File: src/rtl/ldc_pkg.sv
package ldc_pkg;

  typedef enum logic [2:0] {
    ST_COUPLED    = 3'd0,
    ST_CHECK      = 3'd1,
    ST_SIMPLEX_A  = 3'd2,
    ST_SIMPLEX_B  = 3'd3,
    ST_REINT_COPY = 3'd4,
    ST_REINT_SYNC = 3'd5
  } ldc_state_e;

  typedef struct packed {
    logic timeout;
    logic skew;
    logic data;
  } ldc_cause_t;

  localparam logic [1:0] POL_KEEP_BOTH = 2'd0;
  localparam logic [1:0] POL_SWAP      = 2'd1;

  localparam int UNITS = 2;

  function automatic ldc_state_e simplex_of(input logic unit_b);
    return unit_b ? ST_SIMPLEX_B : ST_SIMPLEX_A;
  endfunction

endpackage

File: src/rtl/ldc_compare.sv
module ldc_compare #(
  parameter int DATA_W = 32
) (
  input  logic              en,
  input  logic              a_valid,
  input  logic [DATA_W-1:0] a_data,
  input  logic              b_valid,
  input  logic [DATA_W-1:0] b_data,
  output logic              data_mis,
  output logic              skew_mis
);

  logic both_valid;
  logic words_differ;

  assign both_valid   = a_valid & b_valid;
  assign words_differ = |(a_data ^ b_data);

  // a lone strobe is a skew; data are judged only when both strobes agree
  assign skew_mis = en & (a_valid ^ b_valid);
  assign data_mis = en & both_valid & words_differ;

endmodule

File: src/rtl/ldc_checkout.sv
module ldc_checkout #(
  parameter int TIMEOUT_CYC = 4096
) (
  input  logic       clk,
  input  logic       rst_n,
  input  logic       run,
  input  logic [1:0] done,
  input  logic [1:0] pass,
  output logic       decide,
  output logic [1:0] faulty,
  output logic       timed_out
);

  localparam int TW = $clog2(TIMEOUT_CYC + 1);
  localparam logic [TW-1:0] LAST = TW'(TIMEOUT_CYC - 1);

  logic [TW-1:0] timer_q;
  logic [1:0]    eff_got;
  logic          all_in;
  logic          limit;

  always_ff @(posedge clk or negedge rst_n) begin
    if (!rst_n)      timer_q <= '0;
    else if (!run)   timer_q <= '0;
    else             timer_q <= timer_q + 1'b1;
  end

  for (genvar u = 0; u < 2; u++) begin : g_unit
    logic got_q;
    logic fail_q;
    logic eff_fail;

    always_ff @(posedge clk or negedge rst_n) begin
      if (!rst_n) begin
        got_q  <= 1'b0;
        fail_q <= 1'b0;
      end else if (!run) begin
        got_q  <= 1'b0;
        fail_q <= 1'b0;
      end else if (done[u] && !got_q) begin
        got_q  <= 1'b1;
        fail_q <= ~pass[u];
      end
    end

    assign eff_got[u] = got_q | done[u];
    assign eff_fail   = got_q ? fail_q : ~pass[u];
    // silence at decision time counts as a fault
    assign faulty[u]  = eff_got[u] ? eff_fail : 1'b1;
  end

  assign all_in    = &eff_got;
  assign limit     = (timer_q == LAST);
  assign decide    = run & (all_in | limit);
  assign timed_out = run & limit & ~all_in;

endmodule

File: src/rtl/ldc_supervisor.sv
module ldc_supervisor
  import ldc_pkg::*;
(
  input  logic       clk,
  input  logic       rst_n,
  input  logic       data_mis,
  input  logic       skew_mis,
  input  logic       decide,
  input  logic [1:0] faulty,
  input  logic       timed_out,
  input  logic [1:0] policy,
  input  logic       reint_req,
  input  logic       copy_done,
  input  logic       sync_done,
  output ldc_state_e state_q,
  output logic       active_b_q,
  output ldc_cause_t cause_q
);

  ldc_state_e state_d;
  logic       active_b_d;
  ldc_cause_t cause_d;

  always_comb begin
    state_d    = state_q;
    active_b_d = active_b_q;
    cause_d    = cause_q;
    unique case (state_q)
      ST_COUPLED: begin
        if (data_mis || skew_mis) begin
          state_d      = ST_CHECK;
          cause_d.data = cause_q.data | data_mis;
          cause_d.skew = cause_q.skew | skew_mis;
        end
      end
      ST_CHECK: begin
        if (decide) begin
          if (timed_out) cause_d.timeout = 1'b1;
          if (faulty[0] && !faulty[1]) begin
            state_d    = ST_SIMPLEX_B;
            active_b_d = 1'b1;
          end else if (faulty[1] && !faulty[0]) begin
            state_d    = ST_SIMPLEX_A;
            active_b_d = 1'b0;
          end else if (&faulty) begin
            state_d = simplex_of(active_b_q);
          end else if (policy == POL_KEEP_BOTH) begin
            state_d = ST_COUPLED;
          end else if (policy == POL_SWAP) begin
            state_d    = simplex_of(~active_b_q);
            active_b_d = ~active_b_q;
          end else begin
            state_d = simplex_of(active_b_q);
          end
        end
      end
      ST_SIMPLEX_A, ST_SIMPLEX_B: begin
        if (reint_req) state_d = ST_REINT_COPY;
      end
      ST_REINT_COPY: begin
        if (copy_done) state_d = ST_REINT_SYNC;
      end
      ST_REINT_SYNC: begin
        if (sync_done) begin
          state_d = ST_COUPLED;
          cause_d = '0;
        end
      end
      default: state_d = ST_COUPLED;
    endcase
  end

  always_ff @(posedge clk or negedge rst_n) begin
    if (!rst_n) begin
      state_q    <= ST_COUPLED;
      active_b_q <= 1'b0;
      cause_q    <= '0;
    end else begin
      state_q    <= state_d;
      active_b_q <= active_b_d;
      cause_q    <= cause_d;
    end
  end

endmodule

File: src/rtl/lockstep_duplex_ctrl.sv
module lockstep_duplex_ctrl
  import ldc_pkg::*;
#(
  parameter int DATA_W      = 32,
  parameter int TIMEOUT_CYC = 4096
) (
  input  logic              clk,
  input  logic              rst_n,
  input  logic              a_valid,
  input  logic [DATA_W-1:0] a_data,
  input  logic              b_valid,
  input  logic [DATA_W-1:0] b_data,
  input  logic [1:0]        policy,
  output logic [1:0]        chk_req,
  input  logic [1:0]        chk_done,
  input  logic [1:0]        chk_pass,
  input  logic              reint_req,
  output logic              copy_req,
  input  logic              copy_done,
  output logic              sync_req,
  input  logic              sync_done,
  output logic              cmp_en,
  output logic [1:0]        ctrl_sel,
  output logic [1:0]        in_service,
  output logic [2:0]        status_state,
  output logic              status_active,
  output logic [2:0]        fault_cause
);

  ldc_state_e state_q;
  logic       active_b_q;
  ldc_cause_t cause_q;
  logic       data_mis, skew_mis;
  logic       decide, timed_out;
  logic [1:0] faulty;
  logic       in_check;
  logic [1:0] active_hot;

  assign in_check = (state_q == ST_CHECK);

  ldc_compare #(.DATA_W(DATA_W)) u_cmp (
    .en       (cmp_en),
    .a_valid  (a_valid),
    .a_data   (a_data),
    .b_valid  (b_valid),
    .b_data   (b_data),
    .data_mis (data_mis),
    .skew_mis (skew_mis)
  );

  ldc_checkout #(.TIMEOUT_CYC(TIMEOUT_CYC)) u_chk_out (
    .clk       (clk),
    .rst_n     (rst_n),
    .run       (in_check),
    .done      (chk_done),
    .pass      (chk_pass),
    .decide    (decide),
    .faulty    (faulty),
    .timed_out (timed_out)
  );

  ldc_supervisor u_sup (
    .clk        (clk),
    .rst_n      (rst_n),
    .data_mis   (data_mis),
    .skew_mis   (skew_mis),
    .decide     (decide),
    .faulty     (faulty),
    .timed_out  (timed_out),
    .policy     (policy),
    .reint_req  (reint_req),
    .copy_done  (copy_done),
    .sync_done  (sync_done),
    .state_q    (state_q),
    .active_b_q (active_b_q),
    .cause_q    (cause_q)
  );

  assign active_hot = active_b_q ? 2'b10 : 2'b01;

  assign cmp_en        = (state_q == ST_COUPLED);
  assign chk_req       = in_check ? 2'b11 : 2'b00;
  assign copy_req      = (state_q == ST_REINT_COPY);
  assign sync_req      = (state_q == ST_REINT_SYNC);
  assign ctrl_sel      = in_check ? 2'b00 : active_hot;
  assign in_service    = (cmp_en || in_check) ? 2'b11 : active_hot;
  assign status_state  = state_q;
  assign status_active = active_b_q;
  assign fault_cause   = cause_q;

endmodule

File: config.mk
export PLATFORM = sky130hd
export DESIGN_NAME = lockstep_duplex_ctrl
export DESIGN_NICKNAME = d
export VERILOG_FILES = /design/src/rtl/ldc_pkg.sv /design/src/rtl/ldc_compare.sv /design/src/rtl/ldc_checkout.sv /design/src/rtl/ldc_supervisor.sv /design/src/rtl/lockstep_duplex_ctrl.sv
export SDC_FILE = /design/constraint.sdc
export NUM_CORES = 1
export LEC_CHECK = 0
export ABC_AREA = 1
export BUFFER_PORTS_ARGS = -buffer_cell sky130_fd_sc_hd__buf_2
export CAP_MARGIN = 10
export CORE_ASPECT_RATIO = 0.5
export CORE_MARGIN = 8
export CORE_UTILIZATION = 42
export DETAILED_ROUTE_END_ITERATION = 8
export PLACE_DENSITY = 0.78
export SYNTH_ARGS = -nofsm -noshare
export SYNTH_HDL_FRONTEND = slang
export SYNTH_SLANG_ARGS = --single-unit
File: constraint.sdc
create_clock -name clk -period 1.55 [get_ports clk]
set_clock_uncertainty 0.15 [all_clocks]
set_input_delay 0.31 -clock clk [delete_from_list [all_inputs] [get_ports clk]]
set_output_delay 0.31 -clock clk [all_outputs]
set_load 0.02 [all_outputs]
# After elaboration in Yosys (flattened, before gate mapping)
# Index checks and enable logic that the tools add are counted.
[word_totals] latchBits=0 romBits=0 input_bits=77 ramBits=0 reg_bits=24 memories=0
[classes] n_mul=0 div_mod_pow=0 shifts=0 eq_ne=17 magnitude_cmp=0 n_reduce_logical=23 n_mux=40 bitwise=18 add_sub_neg=1
[ops] operator="32-bit OR reduction" n=1
[ops] operator="32-bit XOR" n=1
[ops] operator="3-bit 2-to-1 mux" n=10
[ops] operator="1-bit 2-to-1 mux" n=21
[ops] operator="3-bit one-hot mux with 5 select lines" n=1
[ops] operator="13-bit by 1-bit adder with 13-bit output (second input constant)" n=1
[ops] operator="13-bit by 12-bit equality test with 1-bit output (second input constant)" n=1
[ops] operator="13-bit 2-to-1 mux" n=1
[ops] operator="2-bit 2-to-1 mux" n=5
[ops] operator="2-bit by 1-bit != test with 1-bit output (second input constant)" n=5
[ops] operator="5-bit AND reduction" n=2
[ops] operator="1-bit bitwise AND" n=7
[ops] operator="3-bit by 2-bit equality test with 1-bit output (second input constant)" n=2
[ops] operator="3-bit equality test (second input constant)" n=2
[ops] operator="2-bit != test (second input constant)" n=3
[ops] operator="3-bit by 1-bit != test with 1-bit output (second input constant)" n=2
[ops] operator="1-bit bitwise OR" n=5
[ops] operator="1-bit logical AND" n=4
[ops] operator="1-bit logical NOT" n=4
[ops] operator="1-bit inverter" n=4
[ops] operator="2-bit one-hot mux with 2 select lines" n=1
[ops] operator="2-bit AND reduction" n=2
[ops] operator="4-bit AND reduction" n=1
[ops] operator="2-bit nonzero test" n=2
[ops] operator="other kinds (10)" n=11

# Logic depth before layout (Yosys ltp)
[logic_depth] word_depth=9 ltp_mapped=13 depth_no_buf=13

# Hierarchy
# Synthesis repeated with hierarchy kept, for this count alone.
[hier_totals] cells_unflattened=380 area_unflattened_um2=2174.6
[by_module_without_submodules] mod="ldc_checkout" cells_each=117 n_inst=1 area_per_inst_um2=878.3
[by_module_without_submodules] mod="ldc_compare" cells_each=173 n_inst=1 area_per_inst_um2=673.1
[by_module_without_submodules] mod="ldc_supervisor" cells_each=73 n_inst=1 area_per_inst_um2=528.0
[by_module_without_submodules] mod="lockstep_duplex_ctrl" cells_each=17 n_inst=1 area_per_inst_um2=95.1

# Worst setup path before layout
# Ideal clock, no wire load.
[synth_timing] kind="register -> register" from="register u_sup.state_q[1]" to="register u_sup.state_q[2]" setup_ns=0.118 n_path_buf=0 synth_period_minus_slack_ns=1.800 setup_slack_ns=-0.250 t_arrival_ns=1.532 path_stages_with_launch=11 required_time_ns=1.282 cell_sequence="dfrtp_1 -> nor2_1 -> inv_1 -> nor2_1 -> inv_1 -> nor2_1 -> nand2_1 -> nand2_1 -> nand2_2 -> nand2_1 -> nand2_1"
[synth_between] elab_chain_cells=6 elab_cells_between_ends=19
[synth_lines] item="start, declared" line_no="ldc_supervisor.sv:15" source="output ldc_state_e state_q,"
[synth_lines] item="start signal, assigned" line_no="ldc_supervisor.sv:79" source="state_q <= state_d;"
[synth_lines] item="3-bit logical NOT (*)" line_no="lockstep_duplex_ctrl.sv:81" source="assign cmp_en = (state_q == ST_COUPLED);"
[synth_lines] item="net cmp_en" line_no="lockstep_duplex_ctrl.sv:22" source="output logic cmp_en,"
[synth_lines] item="1-bit bitwise AND (2 in series)" line_no="ldc_compare.sv:21" source="assign data_mis = en & both_valid & words_differ;"
[synth_lines] item="1-bit logical OR" line_no="ldc_supervisor.sv:30" source="if (data_mis || skew_mis) begin"
[synth_lines] item="2-bit by 1-bit != test with 1-bit output (no line)"
[synth_lines] item="5-bit AND reduction (no line)"
# The timed path passes the listed nets; every way through them passes the cells marked *.
# A chain may end at the register's enable or synchronous reset.

# Worst setup path after layout
[layout_timing] from="register u_chk_out.timer_q[0]" to="register u_sup.state_q[0]"
[layout_between] elab_chain_cells=5
[layout_lines] item="start, declared" line_no="ldc_checkout.sv:17" source="logic [TW-1:0] timer_q;"
[layout_lines] item="start signal, assigned" line_no="ldc_checkout.sv:25" source="else timer_q <= timer_q + 1'b1;"
[layout_lines] item="13-bit by 12-bit equality test with 1-bit output" line_no="ldc_checkout.sv:53" source="assign limit = (timer_q == LAST);"
[layout_lines] item="1-bit bitwise OR" line_no="ldc_checkout.sv:54" source="assign decide = run & (all_in | limit);"
[layout_lines] item="1-bit bitwise AND" line_no="ldc_checkout.sv:54"
[layout_lines] item="2-bit != test (no line)"
[layout_lines] item="5-bit AND reduction (no line)"
# Every way passes these cells.

==> reports/metrics.cfg <==
[global_routing]
antenna_found_initial = 0
grtUsageTotal_pct = 15.0
grt_pass1_wl_um = 8660
grt_start_max_net_pins = 25
grt_pass1_vias = 2076
grt_overflow = 0

[floorplan]
die_h_um = 62.9
die_w_um = 110
row_count = 17
io_pins = 93
start_util_pct = 42.7
die_area_sq_um = 6900
core_sq_um = 4320

[clocking]
clock_latency_ns = 0.27
clk_pin_slew_worst_paths_ns = 0.08
tritoncts = yes
clock_path_buffers = 2
numCtsBuffers = 3
htreeDepth = 1
cts.sinks = 24
root_buffer = clkbuf_8

[timing]
drv_slew = 0
finalCriticalPeriod_ns = 1.83
slew_headroom_pct = 63.1
hold_viol_final = 0
setup_viol_count_final = 20
timing.fmax_ghz = 0.548
period_share_pct = 118
tns_ns = -3.05
tightestPinTransition_ns = 0.554
rsz0062_at_grt = true
fin_hold_ws_ns = 0.162
fin_ws_ns = -0.276

[logic_synthesis]
yosys_register_bits = 24
syn_area_per_cell_sq_um = 6.61
yosysSeqAreaShare_pct = 32.6
synth_area_leader_cell = dfrtp_1
netlist_area_sq_um = 1840
synth_cell_types = 26
synthTopCellsByArea = dfrtp_1, nand2_1, xnor2_1
ys_warn_count = 0
yosys.area.top_type_share_pct = 32.6
syn_nets = 358
synthCells = 279

[power]
p_total_uw = 3390
peakVddDrop_uv = 1050
power_leakage_uw = 0.00148
power.density_nw_per_um2 = 1220

[detailed_routing]
routed-via-count = 2108
drc_errors = 0
drt_wl_total_um = 5650
detail-route-antenna-nets = 0
wl_per_cell_um = 12.3
drtPass1Iterations = 4
drt_iter0_drc = 84
viasPerCell = 4.59

[setup_path]
path_class = reg -> reg
crit_required_ns = 1.57
critPathLaunchType = flop
critPathLaunch = u_chk_out.timer_q[0]$_DFF_PN0_
rrSetupSlack_ns = -0.28
worstPathArrival_ns = 1.84
crit_path_max_fanout = 4
timing.rr.start = u_chk_out.timer_q[0]$_DFF_PN0_
end_kind = flop

[cells_and_area]
area_growth_pct = 50.9
layout-drive-gt1-share_pct = 41.3
fillers = 354
final_cell_mix = buf_2, nand2_1, inv_1
nets = 482
num_antenna_cells = 0
final_common_cell = buf_2

[min_path]
hold_path.class = in -> reg
min_from = chk_done[0]

[place]
hpwl_um = 4280
portBuffers = 92
gp_congestion = 0.910

[run]
cap_violations = 0

[status]
violations = setup timing
outcome = complete, but fails checks

## final cells by class
type	instances	area, sq um	share of cell area, %
clock buffer	4	45.0	1.62
inverter	52	198	7.10
multi-input combinational	199	1120	40.1
sequential	24	604	21.7
tap	57	71.3	2.56
timing repair buffer	123	748	26.9
## registers in the layout, indices dropped and copies added (netlist names)
register,cells
u_sup.active_b_q,1
u_chk_out.g_unit.got_q,2
u_chk_out.g_unit.fail_q,2
u_sup.cause_q,3
u_chk_out.timer_q,13
u_sup.state_q,3
## critical path: stages (launching register included)
cell,delay [ns]
dfrtp_1,0.37
ha_2,0.19
nand2_2,0.07
nor2_4,0.09
nand2_2,0.06
nor2_4,0.11
nand3_4,0.10
nor2_4,0.11
nand2_4,0.07
a21oi_4,0.20
nand2_2,0.09
nand2_1,0.06
nand2_1,0.05
## timing repair
| action | 4_1_cts | 5_1_grt |
|---|---|---|
| endpoints found under the setup margin | 20 | 21 |
| hold endpoints to repair | 24 | 0 |
| setup buffers | 10 | 6 |
| hold buffers | 1 | 0 |
| gates resized for setup | 33 | 14 |
| pin swaps | 3 | 3 |
## metrics by stage
stage	area [sq um]	instances	worst slack, ns	utilization, %
after global routing	2780	459	-0.389	64.4
after floorplan	1870	279	-0.157	-
final	2780	459	-0.276	64.4
after CTS	2690	453	-0.214	62.3
after detailed placement	2480	440	-0.203	57.5
after global placement	2480	440	-0.140	57.5
## cells in the mapped netlist, drive strengths merged
cell    number
inv         51
o21a         1
xor2         1
ha           2
nor3         2
clkinv       1
o221ai       1
nand3        9
a211oi       1
nand3b       3
nor2        41
buf          2
xnor2       24
clkbuf       2
o21ai       14
a21oi       13
dfrtp       24
nand2       86
o31ai        1
## path summary, 6_finish.rpt
kind                                                          to  depth (start not counted)
min in group asynchronous           u_sup.cause_q[2]$_DFFE_PN0P_                          2
min reg2reg                       u_chk_out.timer_q[2]$_DFF_PN0_                          1
max in group asynchronous           u_sup.state_q[0]$_DFFE_PN0P_                          2
max                                 u_sup.state_q[0]$_DFFE_PN0P_                         12
max reg2reg                         u_sup.state_q[0]$_DFFE_PN0P_                         12
min                        u_chk_out.g_unit[0].got_q$_DFFE_PN0P_                          3
## layer usage
layer | GRT usage, % | vias up | share of wire [%]
li1 | - | 1079 | -
met1 | 16.0 | 941 | 38
met2 | 28.3 | 80 | 51
met3 | 2.98 | 8 | 9.4
met4 | 5.34 | 0 | 1.5
met5 | 0 | - | 0
## power breakdown
group	leakage, uW	total (uW)	internal [uW]	switching [uW]
clock network	0.0000228	378	184	194
logic	0.00115	2120	943	1170
registers	0.000315	894	760	134
total	0.00148	3390	1890	1500
## cells by family after synthesis
group | share of synthesized area [%]
AND/OR/NAND/NOR | 32.8
buffers and inverters | 11.8
AO/OA/AOI/OAI | 9.63
XOR/XNOR | 11.9
flip-flops | 32.6
adder cells (fa/ha/maj) | 1.36
(Power assumes the default switching activity.)
